**config.mk**
```make
export PLATFORM = sky130hd
export DESIGN_NAME = spi_clkdiv_sel
export DESIGN_NICKNAME = d
export VERILOG_FILES = /design/src/rtl/spi_div_pkg.sv /design/src/rtl/spi_div_search.sv /design/src/rtl/spi_div_band.sv /design/src/rtl/spi_clkdiv_sel.sv
export SDC_FILE = /design/constraint.sdc
export NUM_CORES = 1
export LEC_CHECK = 0
export ABC_CLOCK_PERIOD_IN_PS = 7200
export BUFFER_PORTS_ARGS = -buffer_cell sky130_fd_sc_hd__buf_4
export CAP_MARGIN = 25
export CORE_MARGIN = 4
export CORE_UTILIZATION = 54
export DETAILED_ROUTE_END_ITERATION = 8
export PLACE_DENSITY = 0.74
export SLEW_MARGIN = 10
export SYNTH_ARGS = -nofsm -noshare
export SYNTH_HDL_FRONTEND = slang
export SYNTH_SLANG_ARGS = --single-unit
```
**constraint.sdc**
```tcl
create_clock -name clk -period 7.2 [get_ports clk]
set_clock_uncertainty 0.15 [all_clocks]
set_input_delay 1.08 -clock clk [delete_from_list [all_inputs] [get_ports clk]]
set_output_delay 1.08 -clock clk [all_outputs]
set_load 0.005 [all_outputs]
```
**src/rtl/spi_div_pkg.sv**
```systemverilog
package spi_div_pkg;

    localparam int DLY_W = 2;
    localparam logic [DLY_W-1:0] DDLY_MID = 2'd2;
    localparam logic [DLY_W-1:0] LPBK_HI  = 2'd3;

    typedef enum logic {
        ST_IDLE   = 1'b0,
        ST_SEARCH = 1'b1
    } fsm_t;

    typedef struct packed {
        logic             tap_bypass;
        logic             lpbk_en;
        logic [DLY_W-1:0] lpbk_dly;
        logic             ddly_en;
        logic [DLY_W-1:0] ddly_val;
    } rx_timing_t;

    // Priority chain: low band, then middle band, then high band, else none.
    function automatic rx_timing_t timing_for(input logic below_lo,
                                              input logic le_mid,
                                              input logic le_hi);
        rx_timing_t t;
        t = '0;
        if (below_lo) begin
            t.tap_bypass = 1'b1;
        end else if (le_mid) begin
            t.tap_bypass = 1'b1;
            t.lpbk_en    = 1'b1;
            t.ddly_en    = 1'b1;
            t.ddly_val   = DDLY_MID;
        end else if (le_hi) begin
            t.lpbk_en    = 1'b1;
            t.lpbk_dly   = LPBK_HI;
        end
        return t;
    endfunction

endpackage

```
**src/rtl/spi_div_search.sv**
```systemverilog
module spi_div_search #(
    parameter int FREQ_W = 32,
    parameter int CODE_W = 3
) (
    input  logic              clk,
    input  logic              rst,
    input  logic              load,
    input  logic              step,
    input  logic [FREQ_W-1:0] ref_in,
    input  logic [FREQ_W-1:0] req_in,
    output logic [CODE_W:0]   cnt,
    output logic [FREQ_W-1:0] ref_q,
    output logic              stop
);
    localparam int CNT_W = CODE_W + 1;
    localparam logic [CNT_W-1:0] LIMIT = CNT_W'(2 ** CODE_W);

    logic [FREQ_W-1:0] req_q;
    logic [CNT_W:0]    sh;
    logic [FREQ_W-1:0] divided;

    always_comb begin
        sh      = {1'b0, cnt} + (CNT_W + 1)'(1);
        divided = ref_q >> sh;
        stop    = (cnt == LIMIT) || (divided <= req_q);
    end

    always_ff @(posedge clk) begin
        if (rst) begin
            cnt   <= '0;
            ref_q <= '0;
            req_q <= '0;
        end else if (load) begin
            cnt   <= '0;
            ref_q <= ref_in;
            req_q <= req_in;
        end else if (step && !stop) begin
            cnt   <= cnt + CNT_W'(1);
        end
    end
endmodule

```
**src/rtl/spi_div_band.sv**
```systemverilog
module spi_div_band
    import spi_div_pkg::*;
#(
    parameter int          FREQ_W   = 32,
    parameter int unsigned BAND_LO  = 40_000_000,
    parameter int unsigned BAND_MID = 100_000_000,
    parameter int unsigned BAND_HI  = 150_000_000
) (
    input  logic [FREQ_W-1:0] freq,
    output rx_timing_t        timing
);
    localparam logic [FREQ_W-1:0] LO_V  = FREQ_W'(BAND_LO);
    localparam logic [FREQ_W-1:0] MID_V = FREQ_W'(BAND_MID);
    localparam logic [FREQ_W-1:0] HI_V  = FREQ_W'(BAND_HI);

    always_comb begin
        timing = timing_for(freq < LO_V, freq <= MID_V, freq <= HI_V);
    end
endmodule

```
**src/rtl/spi_clkdiv_sel.sv**
```systemverilog
module spi_clkdiv_sel
    import spi_div_pkg::*;
#(
    parameter int          FREQ_W    = 32,
    parameter int          CODE_W    = 3,
    parameter int          DFLT_CODE = 2,
    parameter int unsigned BAND_LO   = 40_000_000,
    parameter int unsigned BAND_MID  = 100_000_000,
    parameter int unsigned BAND_HI   = 150_000_000
) (
    input  logic              clk,
    input  logic              rst,
    input  logic              start,
    input  logic [FREQ_W-1:0] ref_hz,
    input  logic [FREQ_W-1:0] req_hz,
    output logic              busy,
    output logic              done,
    output logic [CODE_W-1:0] div_code,
    output logic [FREQ_W-1:0] act_hz,
    output logic              tap_bypass,
    output logic              lpbk_en,
    output logic [DLY_W-1:0]  lpbk_dly,
    output logic              ddly_en,
    output logic [DLY_W-1:0]  ddly_val
);
    localparam int CNT_W = CODE_W + 1;
    localparam logic [CNT_W-1:0]  MAX_CODE = CNT_W'(2 ** CODE_W - 1);
    localparam logic [CODE_W-1:0] DFLT_V   = CODE_W'(DFLT_CODE);

    fsm_t              state;
    logic [FREQ_W-1:0] req_clamp;
    logic              accept, skip, load, stop;
    logic [CNT_W-1:0]  cnt;
    logic [FREQ_W-1:0] ref_q;
    logic [CODE_W-1:0] fin_code;
    logic [CODE_W:0]   fin_sh;
    logic [FREQ_W-1:0] fin_act;
    rx_timing_t        fin_tm, tm_q;

    always_comb begin
        req_clamp = (req_hz > ref_hz) ? ref_hz : req_hz;
        accept    = start && (state == ST_IDLE) && !done;
        skip      = (req_clamp == act_hz);
        load      = accept && !skip;
        fin_code  = (cnt > MAX_CODE) ? DFLT_V : cnt[CODE_W-1:0];
        fin_sh    = {1'b0, fin_code} + (CODE_W + 1)'(1);
        fin_act   = ref_q >> fin_sh;
    end

    spi_div_search #(.FREQ_W(FREQ_W), .CODE_W(CODE_W)) u_search (
        .clk    (clk),
        .rst    (rst),
        .load   (load),
        .step   (state == ST_SEARCH),
        .ref_in (ref_hz),
        .req_in (req_clamp),
        .cnt    (cnt),
        .ref_q  (ref_q),
        .stop   (stop)
    );

    spi_div_band #(
        .FREQ_W(FREQ_W), .BAND_LO(BAND_LO), .BAND_MID(BAND_MID), .BAND_HI(BAND_HI)
    ) u_band (
        .freq   (fin_act),
        .timing (fin_tm)
    );

    always_ff @(posedge clk) begin
        if (rst) begin
            state    <= ST_IDLE;
            done     <= 1'b0;
            div_code <= '0;
            act_hz   <= '0;
            tm_q     <= '0;
        end else begin
            done <= 1'b0;
            unique case (state)
                ST_IDLE: begin
                    if (accept) begin
                        if (skip) done  <= 1'b1;
                        else      state <= ST_SEARCH;
                    end
                end
                ST_SEARCH: begin
                    if (stop) begin
                        state    <= ST_IDLE;
                        done     <= 1'b1;
                        div_code <= fin_code;
                        act_hz   <= fin_act;
                        tm_q     <= fin_tm;
                    end
                end
                default: state <= ST_IDLE;
            endcase
        end
    end

    assign busy       = (state == ST_SEARCH);
    assign tap_bypass = tm_q.tap_bypass;
    assign lpbk_en    = tm_q.lpbk_en;
    assign lpbk_dly   = tm_q.lpbk_dly;
    assign ddly_en    = tm_q.ddly_en;
    assign ddly_val   = tm_q.ddly_val;
endmodule

```
==> insert_results.sql, run 1 <==
INSERT INTO impl_metrics (metric_group, metric, value, unit) VALUES
('status', 'outcome', 'completed', ''),
('finish', 'regArea', '2150', 'µm²'),
('route', 'final_antenna_net_count', '0', ''),
('placement', 'routability_congestion_estimate', '1.08', ''),
('synth', 'netlist_area', '10100', 'µm²'),
('floorplanning', 'placementRows', '49', ''),
('clock_network', 'clkLatencyLatePin', '360', 'ps'),
('floorplanning', 'floorplan.initialDensity', '0.555', ''),
('placement', 'hpwlAfterDp', '29.0', 'mm'),
('setup_path', 'cp.arrival', '5250', 'ps'),
('setup_path', 'crit_family', 'compound AO/OA/AOI/OAI gates', ''),
('synth', 'synthFlopType', 'sky130_fd_sc_hd__dfxtp_1', ''),
('setup_path', 'critPathRequiredTime', '7320', 'ps'),
('synth', 'synth_top_cells_by_count', '109 x sky130_fd_sc_hd__nand2_1, 107 x sky130_fd_sc_hd__dfxtp_1, 93 x sky130_fd_sc_hd__a211oi_1', ''),
('floorplanning', 'die-area', '20900', 'µm²'),
('floorplanning', 'floorplan.die.width', '145', 'µm'),
('route', 'drt_pre_antenna_iters', '6', ''),
('setup_path', 'worst_path_max_stage_delay', '840', 'ps'),
('power_and_ir_drop', 'pwr-share-seq', '0.363', ''),
('route', 'route.final.wire_length', '38.7', 'mm'),
('synth', 'number_of_synthesized_flops_with_an_enable_pin', '0', ''),
('route', 'drc', '0', ''),
('clock_network', 'tritoncts', 'built', ''),
('min_path', 'hold_depth', '2', ''),
('global_route', 'grt_antenna_before_repair', '0', ''),
('setup_path', 'worstReg2RegEnd', 'act_hz[4]', ''),
('power_and_ir_drop', 'total_power', '0.00234', 'W'),
('finish', 'multi_input_area', '7040', 'µm²'),
('finish', 'finalNetCount', '1420', ''),
('clock_network', 'ctsResizeCount', '0', ''),
('synth', 'synth_seq_cells', '107', ''),
('clock_network', 'clk_root_buf', 'sky130_fd_sc_hd__clkbuf_16', ''),
('placement', 'place_worst_setup_slack', '1930', 'ps'),
('setup_path', 'worst-r2r-cell-count', '15', ''),
('setup_path', 'critical_path.slowest_cell', 'sky130_fd_sc_hd__dfxtp_2', ''),
('setup_path', 'r2r-start', 'u_search.cnt[0]', ''),
('power_and_ir_drop', 'power.leakage', '4.31', 'nW'),
('power_and_ir_drop', 'power_report.internal_total', '0.00134', 'W'),
('clock_network', 'cts_buffers', '9', ''),
('sta', 'timing_worst_slew_pin_value', '1000', 'ps'),
('setup_path', 'worstSetupPathType', 'flip-flop to flip-flop', ''),
('synth', 'synthDistinctLibCells', '84', ''),
('sta', 'timing_max_transition_violations_final', '0', ''),
('power_and_ir_drop', 'irDropWorstVdd', '0.123', 'mV'),
('sta', 'setup_tns', '0', 'ps'),
('synth', 'yosys.cell_count.top_type', 'sky130_fd_sc_hd__nand2_1', ''),
('finish', 'n_antenna_cell', '0', ''),
('synth', 'synth.area.top_cells', 'sky130_fd_sc_hd__dfxtp_1 21%, sky130_fd_sc_hd__ha_1 8.1%, sky130_fd_sc_hd__mux4_2 8.1%, sky130_fd_sc_hd__a211oi_1 6.9%, sky130_fd_sc_hd__mux2i_1 5.4%', ''),
('sta', 'setup_viol', '0', ''),
('route', 'routed_via_density', '7.05', ''),
('global_route', 'via_count_of_the_first_global_routing_pass', '9589', ''),
('finish', 'end_of_flow_core_utilization', '0.612', ''),
('route', 'wire_length_per_cell', '25.4', 'µm'),
('clock_network', 'cts_setup_buffers', '0', ''),
('floorplanning', 'num_io_pins', '111', ''),
('sta', 'achievable-frequency', '195', 'MHz'),
('placement', 'number_of_buffers_inserted_by_port_buffering', '108', ''),
('synth', 'synthesis.instances', '1267', ''),
('synth', 'postSynthAreaPerCell', '7.95', 'µm²'),
('power_and_ir_drop', 'combPwrFrac', '0.423', ''),
('power_and_ir_drop', 'power.net_switching', '0.00100', 'W'),
('setup_path', 'worstPathMaxFanout', '32', ''),
('clock_network', 'clock_tree.buffer_depth', '2', ''),
('sta', 'finalWorstSetupSlack', '2070', 'ps'),
('clock_network', 'clkSinkCount', '107', ''),
('sta', 'timing.slew.headroom', '0.332', ''),
('clock_network', 'clk_pin_slew_worst_paths', '80', 'ps'),
('power_and_ir_drop', 'powerDensity', '211', 'nW/µm²'),
('min_path', 'worst_hold_path.endpoint', 'div_code[2]', ''),
('setup_path', 'timing.critical_path.to_type', 'flip-flop', ''),
('synth', 'synth-async-reset-ratio', '0', '');
[logic make-up after synthesis]
group / synth area share
AO/OA/AOI/OAI: 0.241
XOR/XNOR: 0.0252
adder cells (fa/ha/maj): 0.0808
buffers and inverters: 0.0905
flip-flops: 0.213
multiplexers: 0.149
other: 0.000372
AND/OR/NAND/NOR: 0.200
[sequential cells by signal, indices dropped and copies added (netlist names)]
| name | cells |
|---|---|
| act_hz | 31 |
| lpbk_dly | 1 |
| lpbk_en | 1 |
| ddly_val | 1 |
| busy | 1 |
| div_code | 3 |
| tap_bypass | 1 |
| done | 1 |
| u_search.cnt | 4 |
| u_search.ref_q | 31 |
| u_search.req_q | 32 |
[layout by cell type, fill, tap and decap left out, types with 51 or more instances in the layout]
cell type / count
sky130_fd_sc_hd__nor2_1: 66
sky130_fd_sc_hd__mux2i_1: 54
sky130_fd_sc_hd__o21ai_0: 51
sky130_fd_sc_hd__nor3_1: 57
sky130_fd_sc_hd__a21oi_1: 70
sky130_fd_sc_hd__nand2_1: 108
sky130_fd_sc_hd__inv_1: 90
sky130_fd_sc_hd__dfxtp_1: 104
sky130_fd_sc_hd__ha_1: 65
sky130_fd_sc_hd__a211oi_1: 93
sky130_fd_sc_hd__buf_4: 123
[per-layer routing]
metal,GRT usage,part of all wire,vias to the layer above
met2,0.538,0.43,758
li1,-,-,4808
met1,0.520,0.41,5053
met3,0.0599,0.12,115
met4,0.136,0.045,0
met5,0,0,-
[worst max path at each step]
| stage | startpoint | endpoint | cells past startpoint |
|---|---|---|---|
| floorplan | u_search.cnt[1] | act_hz[27] | 20 |
| global placement | ref_hz[15] | u_search.req_q[27] | 13 |
| detailed placement | ref_hz[15] | u_search.req_q[18] | 13 |
| CTS | u_search.cnt[0] | act_hz[30] | 15 |
| global route | u_search.cnt[0] | act_hz[4] | 16 |
| finish | u_search.cnt[0] | act_hz[4] | 15 |
[area by class of cell]
| class | count | area share |
|---|---|---|
| Multi-Input combinational cell | 949 | 0.634 |
| Sequential cell | 107 | 0.193 |
| Timing Repair Buffer | 127 | 0.0885 |
| Inverter | 94 | 0.0318 |
| Tap cell | 229 | 0.0258 |
| Clock buffer | 9 | 0.0203 |
| Clock inverter | 7 | 0.00631 |
[power by group through the flow]
stage	Combinational (W)	Clock (W)	Sequential, W
6_report	0.000991	0.000500	0.000851
5_1_grt	0.00108	0.000526	0.000852
4_1_cts	0.000963	0.000500	0.000836
3_5_place_dp	0.000958	0	0.000849
3_3_place_gp	0.000945	0	0.000846
2_1_floorplan	0.000695	0	0.000752
[worst reg2reg max path: stages, from the launching register on]
cell	delay, ps
sky130_fd_sc_hd__dfxtp_2	840
sky130_fd_sc_hd__buf_4	480
sky130_fd_sc_hd__mux4_2	600
sky130_fd_sc_hd__mux2_2	320
sky130_fd_sc_hd__nor2_1	130
sky130_fd_sc_hd__a21oi_1	70
sky130_fd_sc_hd__ha_1	320
sky130_fd_sc_hd__nand4_1	110
sky130_fd_sc_hd__nor3_1	160
sky130_fd_sc_hd__and4_1	270
sky130_fd_sc_hd__o21ai_0	130
sky130_fd_sc_hd__o2111a_1	200
sky130_fd_sc_hd__o21ai_1	570
sky130_fd_sc_hd__buf_4	360
sky130_fd_sc_hd__nor2_1	100
sky130_fd_sc_hd__a211oi_1	210
[through the flow]
stage               hold WS (ps)  cells  instance area [µm²]
global route                 338   1522                11100
detailed placement           301   1504                10800
global placement             296   1502                10700
finish                       310   1522                11100
floorplan                    288   1268                10100
CTS                          312   1520                11100
No activity file was read; power rests on OpenSTA's default activity.
==> run 2, diff against run 1 <==
ABC_CLOCK_PERIOD_IN_PS = 4630   (was 7200)
PLACE_DENSITY = 0.77   (was 0.74)
clock period = 4.63 ns   (was 7.2 ns; I/O delays follow)
==> insert_results.sql, run 2 (synthesis results as in run 1) <==
INSERT INTO impl_metrics (metric_group, metric, value, unit) VALUES
('status', 'outcome', 'completed', ''),
('clock_network', 'clk_pin_slew_worst_paths', '90', 'ps'),
('global_route', 'largest_net_degree_at_the_start_of_global_routing', '67', ''),
('min_path', 'hold_path.class', 'flip-flop to flip-flop', ''),
('setup_path', 'cp.arrival', '4440', 'ps'),
('setup_path', 'worstReg2RegEnd', 'act_hz[28]', ''),
('route', 'wire_length_per_cell', '25.6', 'µm'),
('power_and_ir_drop', 'irDropWorstVdd', '0.203', 'mV'),
('finish', 'regArea', '2150', 'µm²'),
('finish', 'final_layout_size_suffix_gt1_frac', '0.181', ''),
('route', 'routed_via_density', '7.07', ''),
('setup_path', 'critical_path.slowest_cell', 'sky130_fd_sc_hd__dfxtp_2', ''),
('sta', 'setup_tns', '0', 'ps'),
('sta', 'finalWorstPathRequiredPeriod', '4310', 'ps'),
('sta', 'timing.slew.headroom', '0.294', ''),
('clock_network', 'cts-htree-levels', '3', ''),
('placement', 'number_of_buffers_inserted_by_port_buffering', '108', ''),
('finish', 'finalInstanceArea', '11400', 'µm²'),
('power_and_ir_drop', 'swShare', '0.429', ''),
('sta', 'final-hold-violation-count', '0', ''),
('power_and_ir_drop', 'power.net_switching', '0.00160', 'W'),
('setup_path', 'worst_path_max_stage_delay', '600', 'ps'),
('floorplanning', 'floorplan.die.width', '145', 'µm'),
('power_and_ir_drop', 'pwr-share-seq', '0.355', ''),
('route', 'route.final.wire_length', '39.6', 'mm'),
('clock_network', 'clkSinkCount', '107', ''),
('route', 'final_antenna_net_count', '0', ''),
('setup_path', 'timing.critical_path.to_type', 'flip-flop', ''),
('clock_network', 'clk_root_buf', 'sky130_fd_sc_hd__clkbuf_16', ''),
('sta', 'timing_max_transition_violations_final', '0', ''),
('setup_path', 'timing.critical_path.from_type', 'flip-flop', ''),
('placement', 'routability_congestion_estimate', '1.05', ''),
('setup_path', 'critPathRequiredTime', '4760', 'ps'),
('power_and_ir_drop', 'power_report.internal_total', '0.00213', 'W'),
('floorplanning', 'floorplan.initialDensity', '0.555', ''),
('power_and_ir_drop', 'powerDensity', '328', 'nW/µm²'),
('min_path', 'hold_depth', '2', ''),
('floorplanning', 'placementRows', '49', ''),
('sta', 'achievable-frequency', '232', 'MHz'),
('floorplanning', 'coreArea', '18100', 'µm²'),
('finish', 'largest_register_ff_count', '32', ''),
('global_route', 'groute.usage.overall', '0.371', ''),
('placement', 'placed_cell_area', '11000', 'µm²'),
('route', 'routed-via-count', '10944', ''),
('route', 'drt_pre_antenna_iters', '7', ''),
('clock_network', 'cts_setup_buffers', '0', ''),
('finish', 'layout.filler_cells', '1614', ''),
('placement', 'hpwlAfterDp', '30.4', 'mm'),
('finish', 'finalNetCount', '1445', ''),
('setup_path', 'crit_family', 'compound AO/OA/AOI/OAI gates', ''),
('finish', 'n_antenna_cell', '0', ''),
('clock_network', 'ctsResizeCount', '0', ''),
('floorplanning', 'die-area', '20900', 'µm²'),
('power_and_ir_drop', 'power.leakage', '4.47', 'nW'),
('setup_path', 'worst-r2r-cell-count', '15', ''),
('power_and_ir_drop', 'combPwrFrac', '0.429', ''),
('setup_path', 'regToRegSetupSlack', '320', 'ps'),
('clock_network', 'clkLatencyLatePin', '370', 'ps'),
('setup_path', 'r2r-start', 'u_search.cnt[0]', ''),
('global_route', 'via_count_of_the_first_global_routing_pass', '9811', ''),
('finish', 'area.growth.synth_to_final', '12.9', '%'),
('setup_path', 'worstSetupPathType', 'flip-flop to flip-flop', ''),
('route', 'initialDrtViolationCount', '1643', ''),
('floorplanning', 'num_io_pins', '111', ''),
('finish', 'final_common_cell', 'sky130_fd_sc_hd__buf_4', ''),
('power_and_ir_drop', 'relative_contribution_of_the_clock_network_to_total_power', '0.216', ''),
('clock_network', 'clock_tree.buffer_depth', '2', ''),
('min_path', 'worst_hold_path.endpoint', 'div_code[2]', ''),
('global_route', 'grt_antenna_before_repair', '0', ''),
('setup_path', 'crit_buf_inv', '2', ''),
('finish', 'layout.cells.most_common_list', '145 x sky130_fd_sc_hd__buf_4, 108 x sky130_fd_sc_hd__nand2_1, 104 x sky130_fd_sc_hd__dfxtp_1, 93 x sky130_fd_sc_hd__a211oi_1, 90 x sky130_fd_sc_hd__inv_1', ''),
('min_path', 'min_from', 'div_code[2]', ''),
('sta', 'setup_viol', '0', ''),
('setup_path', 'worstPathCellList', 'buf_12 > mux4_2 > mux2i_1 > mux2i_1 > ha_1 > a211oi_1 > o21ai_0 > o311ai_0 > a21oi_1 > o21ai_0 > o2111a_1 > o21a_2 > buf_12 > nand3_1 > a21oi_1', ''),
('setup_path', 'worstPathMaxFanout', '39', ''),
('clock_network', 'cts_buffers', '9', ''),
('sta', 'period_share', '0.932', ''),
('sta', 'unrepaired_setup_endpoints_after_global_routing', 'false', ''),
('finish', 'max_flop_register', 'u_search.req_q', ''),
('run', 'cap_viol_max_count', '0', ''),
('global_route', 'grt_overflow_total', '0', ''),
('sta', 'timing_worst_slew_pin_value', '1030', 'ps'),
('route', 'drc', '0', ''),
('finish', 'multi_input_area', '7040', 'µm²'),
('global_route', 'grt_first_pass_wirelength', '58.6', 'mm'),
('floorplanning', 'chipHeight', '145', 'µm'),
('clock_network', 'ctsHoldBuffers', '0', ''),
('clock_network', 'tritoncts', 'built', ''),
('finish', 'regs_by_ff_count', 'u_search.req_q (32), act_hz (31), u_search.ref_q (31)', '');
==> run 2: stage by stage <==
step | utilization | instances | hold WS, ps | power [W] | setup slack, ps
after floorplan | - | 1268 | 288 | 0.00225 | 7.47
after global placement | 0.607 | 1529 | 293 | 0.00283 | 137
after detailed placement | 0.607 | 1529 | 298 | 0.00286 | 199
after CTS | 0.624 | 1545 | 309 | 0.00366 | 411
after global routing | 0.626 | 1547 | 327 | 0.00390 | 32.2
final | 0.626 | 1547 | 305 | 0.00373 | 316
==> run 2: worst min-delay path, cell delays in order (launching register included) <==
cell and delay [ps]:
sky130_fd_sc_hd__dfxtp_1 310, sky130_fd_sc_hd__nand2_1 50, sky130_fd_sc_hd__a21oi_1 50
==> run 2: power groups by stage <==
stage | logic, W | clock network [W] | registers (W)
3_3_place_gp | 0.00151 | 0 | 0.00132
4_1_cts | 0.00155 | 0.000805 | 0.00130
6_report | 0.00160 | 0.000805 | 0.00133
3_5_place_dp | 0.00154 | 0 | 0.00132
2_1_floorplan | 0.00108 | 0 | 0.00117
5_1_grt | 0.00173 | 0.000843 | 0.00133
==> run 2: worst max-delay path by stage <==
| stage | startpoint | end | slack, ps | cells after the start |
|---|---|---|---|---|
| floorplan | u_search.cnt[0] | act_hz[27] | 7 | 22 |
| global placement | ref_hz[8] | u_search.req_q[18] | 140 | 13 |
| detailed placement | ref_hz[27] | u_search.req_q[18] | 200 | 14 |
| CTS | u_search.cnt[0] | act_hz[21] | 410 | 16 |
| global route | u_search.cnt[0] | u_search.cnt[2] | 30 | 14 |
| finish | u_search.cnt[0] | act_hz[28] | 320 | 15 |
==> run 2: layout make-up <==
class,instances,share of cell area
inverter,94,0.0310
clock inverter,6,0.00550
tap,229,0.0252
multi-input combinational,949,0.620
clock buffer,10,0.0210
timing repair buffer,152,0.109
sequential,107,0.189
==> run 2: routing by layer <==
metal	wire length [µm]	part of all wire	track usage	vias up
li1	-	-	-	4862
met1	15900	0.40	0.517	5160
met2	16900	0.43	0.556	770
met3	4520	0.11	0.0724	152
met4	2240	0.056	0.165	0
met5	0	0	0	-
==> run 3, diff against run 2 <==
CORE_ASPECT_RATIO = 0.9   (was unset)
==> insert_results.sql, run 3 (synthesis results as in run 1) <==
INSERT INTO impl_metrics (metric_group, metric, value, unit) VALUES
('sta', 'achievable-frequency', '236', 'MHz'),
('global_route', 'groute.usage.overall', '0.364', ''),
('route', 'drt_pre_antenna_iters', '6', ''),
('run', 'cap_viol_max_count', '0', ''),
('clock_network', 'clkSinkCount', '107', ''),
('finish', 'regs_by_ff_count', 'u_search.req_q (32), act_hz (31), u_search.ref_q (31)', ''),
('route', 'routed-via-count', '10960', ''),
('finish', 'final_layout_size_suffix_gt1_frac', '0.190', ''),
('route', 'wire_length_per_cell', '25.4', 'µm'),
('min_path', 'worst_hold_path.endpoint', 'div_code[0]', ''),
('sta', 'timing_worst_slew_pin_value', '1010', 'ps'),
('clock_network', 'clock_tree.buffer_depth', '2', ''),
('setup_path', 'cp.arrival', '4380', 'ps'),
('floorplanning', 'die-area', '20900', 'µm²'),
('clock_network', 'clkLatencyLatePin', '370', 'ps'),
('min_path', 'hold_path.class', 'flip-flop to flip-flop', ''),
('sta', 'timing.slew.headroom', '0.325', ''),
('route', 'initialDrtViolationCount', '1473', ''),
('route', 'route.final.wire_length', '40.2', 'mm'),
('clock_network', 'cts-htree-levels', '3', ''),
('setup_path', 'timing.critical_path.from_type', 'flip-flop', ''),
('clock_network', 'clk_root_buf', 'sky130_fd_sc_hd__clkbuf_16', ''),
('status', 'outcome', 'completed', ''),
('finish', 'layout.cells.most_common_list', '160 x sky130_fd_sc_hd__buf_4, 108 x sky130_fd_sc_hd__nand2_1, 104 x sky130_fd_sc_hd__dfxtp_1, 93 x sky130_fd_sc_hd__a211oi_1, 90 x sky130_fd_sc_hd__inv_1', ''),
('clock_network', 'tritoncts', 'built', ''),
('setup_path', 'worstPathMaxFanout', '40', ''),
('setup_path', 'timing.critical_path.to_type', 'flip-flop', ''),
('finish', 'final_common_cell', 'sky130_fd_sc_hd__buf_4', ''),
('finish', 'layout.filler_cells', '1647', ''),
('global_route', 'via_count_of_the_first_global_routing_pass', '9928', ''),
('sta', 'setup_tns', '0', 'ps'),
('floorplanning', 'floorplan.die.width', '152', 'µm'),
('floorplanning', 'coreArea', '18300', 'µm²'),
('setup_path', 'critPathRequiredTime', '4770', 'ps'),
('route', 'drc', '0', ''),
('sta', 'timing_max_transition_violations_final', '0', ''),
('setup_path', 'worstReg2RegEnd', 'lpbk_en', ''),
('route', 'routed_via_density', '6.93', ''),
('finish', 'finalNetCount', '1462', ''),
('finish', 'largest_register_ff_count', '32', ''),
('sta', 'final-hold-violation-count', '0', ''),
('setup_path', 'crit_path_start', 'u_search.cnt[0]', ''),
('clock_network', 'clk_pin_slew_worst_paths', '80', 'ps'),
('route', 'final_antenna_net_count', '0', ''),
('floorplanning', 'chipHeight', '138', 'µm'),
('setup_path', 'r2r-start', 'u_search.cnt[0]', ''),
('finish', 'area.growth.synth_to_final', '14.5', '%'),
('global_route', 'grt_overflow_total', '0', ''),
('global_route', 'grt_antenna_before_repair', '0', ''),
('finish', 'fin_cells', '1581', ''),
('power_and_ir_drop', 'powerDensity', '325', 'nW/µm²'),
('clock_network', 'ctsHoldBuffers', '0', ''),
('min_path', 'min_from', 'div_code[0]', ''),
('power_and_ir_drop', 'irDropWorstVdd', '0.234', 'mV'),
('floorplanning', 'floorplan.initialDensity', '0.549', ''),
('global_route', 'largest_net_degree_at_the_start_of_global_routing', '65', ''),
('placement', 'number_of_buffers_inserted_by_port_buffering', '108', ''),
('floorplanning', 'placementRows', '47', ''),
('clock_network', 'cts_buffers', '9', ''),
('sta', 'finalWorstPathRequiredPeriod', '4240', 'ps'),
('floorplanning', 'num_io_pins', '111', ''),
('finish', 'max_flop_register', 'u_search.req_q', ''),
('setup_path', 'worst-r2r-cell-count', '15', ''),
('setup_path', 'regToRegSetupSlack', '390', 'ps'),
('global_route', 'grt_first_pass_wirelength', '58.8', 'mm'),
('min_path', 'hold_depth', '2', ''),
('placement', 'cell_count_after_placement', '1564', ''),
('placement', 'hpwlAfterDp', '31.0', 'mm'),
('placement', 'routability_congestion_estimate', '1.08', ''),
('sta', 'setup_viol', '0', ''),
('sta', 'period_share', '0.916', ''),
('sta', 'unrepaired_setup_endpoints_after_global_routing', 'false', ''),
('power_and_ir_drop', 'power.leakage', '4.55', 'nW'),
('setup_path', 'worstSetupPathType', 'flip-flop to flip-flop', '');
-- run 3: cell types whose count changed in the layout (fill, tap and decap cells not counted), moves of 2 or more --
cell | previous run | this run
sky130_fd_sc_hd__buf_4 | 145 | 160
sky130_fd_sc_hd__buf_12 | 6 | 8
sky130_fd_sc_hd__clkinv_4 | 0 | 2
sky130_fd_sc_hd__inv_6 | 4 | 2
-- run 3: routing by layer --
| metal | global-route usage | vias up | share of wire | wire (µm) |
|---|---|---|---|---|
| met5 | 0 | - | 0 | 0 |
| met1 | 0.485 | 5207 | 0.39 | 15700 |
| met3 | 0.0920 | 122 | 0.12 | 4690 |
| li1 | - | 4911 | - | - |
| met4 | 0.151 | 0 | 0.042 | 1670 |
| met2 | 0.566 | 720 | 0.45 | 18100 |
-- run 3: worst max-delay path, cell delays in order (launching register included) --
cell and delay (ps):
sky130_fd_sc_hd__dfxtp_4 520, sky130_fd_sc_hd__buf_12 180, sky130_fd_sc_hd__mux4_2 500, sky130_fd_sc_hd__mux2i_1 370
sky130_fd_sc_hd__mux2i_1 230, sky130_fd_sc_hd__ha_1 350, sky130_fd_sc_hd__a211oi_1 250, sky130_fd_sc_hd__o21ai_0 120
sky130_fd_sc_hd__o311ai_0 100, sky130_fd_sc_hd__a21oi_1 110, sky130_fd_sc_hd__o21ai_0 200, sky130_fd_sc_hd__o2111a_1 300
sky130_fd_sc_hd__o21a_4 260, sky130_fd_sc_hd__buf_12 220, sky130_fd_sc_hd__o211ai_1 130, sky130_fd_sc_hd__a21oi_1 180
-- run 3: timing repair --
action                     4_1_cts  5_1_grt
hold endpoints to repair         0        0
setup endpoints to repair        0       29
gates resized for setup          0        2
setup buffers                    0        0
-- run 3: power by group --
| part | leakage (nW) | switching (W) | internal (W) | total (W) |
|---|---|---|---|---|
| clock | 0.148 | 0.000417 | 0.000385 | 0.000802 |
| combinational | 3.52 | 0.000926 | 0.000707 | 0.00163 |
| sequential | 0.883 | 0.000255 | 0.00105 | 0.00131 |
| total | 4.55 | 0.00160 | 0.00214 | 0.00374 |
-- run 3: per-stage QoR --
stage | setup slack [ps] | total power, W | utilization | area, µm² | hold slack [ps]
finish | 389 | 0.00374 | 0.628 | 11500 | 317
global route | 62.6 | 0.00392 | 0.628 | 11500 | 347
CTS | 262 | 0.00368 | 0.628 | 11500 | 318
detailed placement | 175 | 0.00289 | 0.611 | 11200 | 301
global placement | 284 | 0.00286 | 0.611 | 11200 | 292
floorplan | 7.47 | 0.00225 | - | 10100 | 288
-- run 3: worst max path at each step --
| stage | slack, ps | to | cells after the start |
|---|---|---|---|
| after global placement | 280 | u_search.req_q[18] | 15 |
| final | 390 | lpbk_en | 15 |
| after floorplan | 7 | act_hz[27] | 22 |
| after global routing | 60 | act_hz[7] | 17 |
| after CTS | 260 | act_hz[14] | 17 |
| after detailed placement | 170 | u_search.req_q[17] | 15 |
-- run 3: cell type report --
cell class / count / area [µm²] / area share
diodes: 1 / 2.50 / 0.000217
clock buffers: 9 / 225 / 0.0195
clock inverters: 7 / 78.8 / 0.00684
inverters: 94 / 353 / 0.0306
multi-input cells: 949 / 7050 / 0.611
flip-flops and latches: 107 / 2150 / 0.186
well taps: 245 / 307 / 0.0266
repair buffers: 169 / 1370 / 0.118
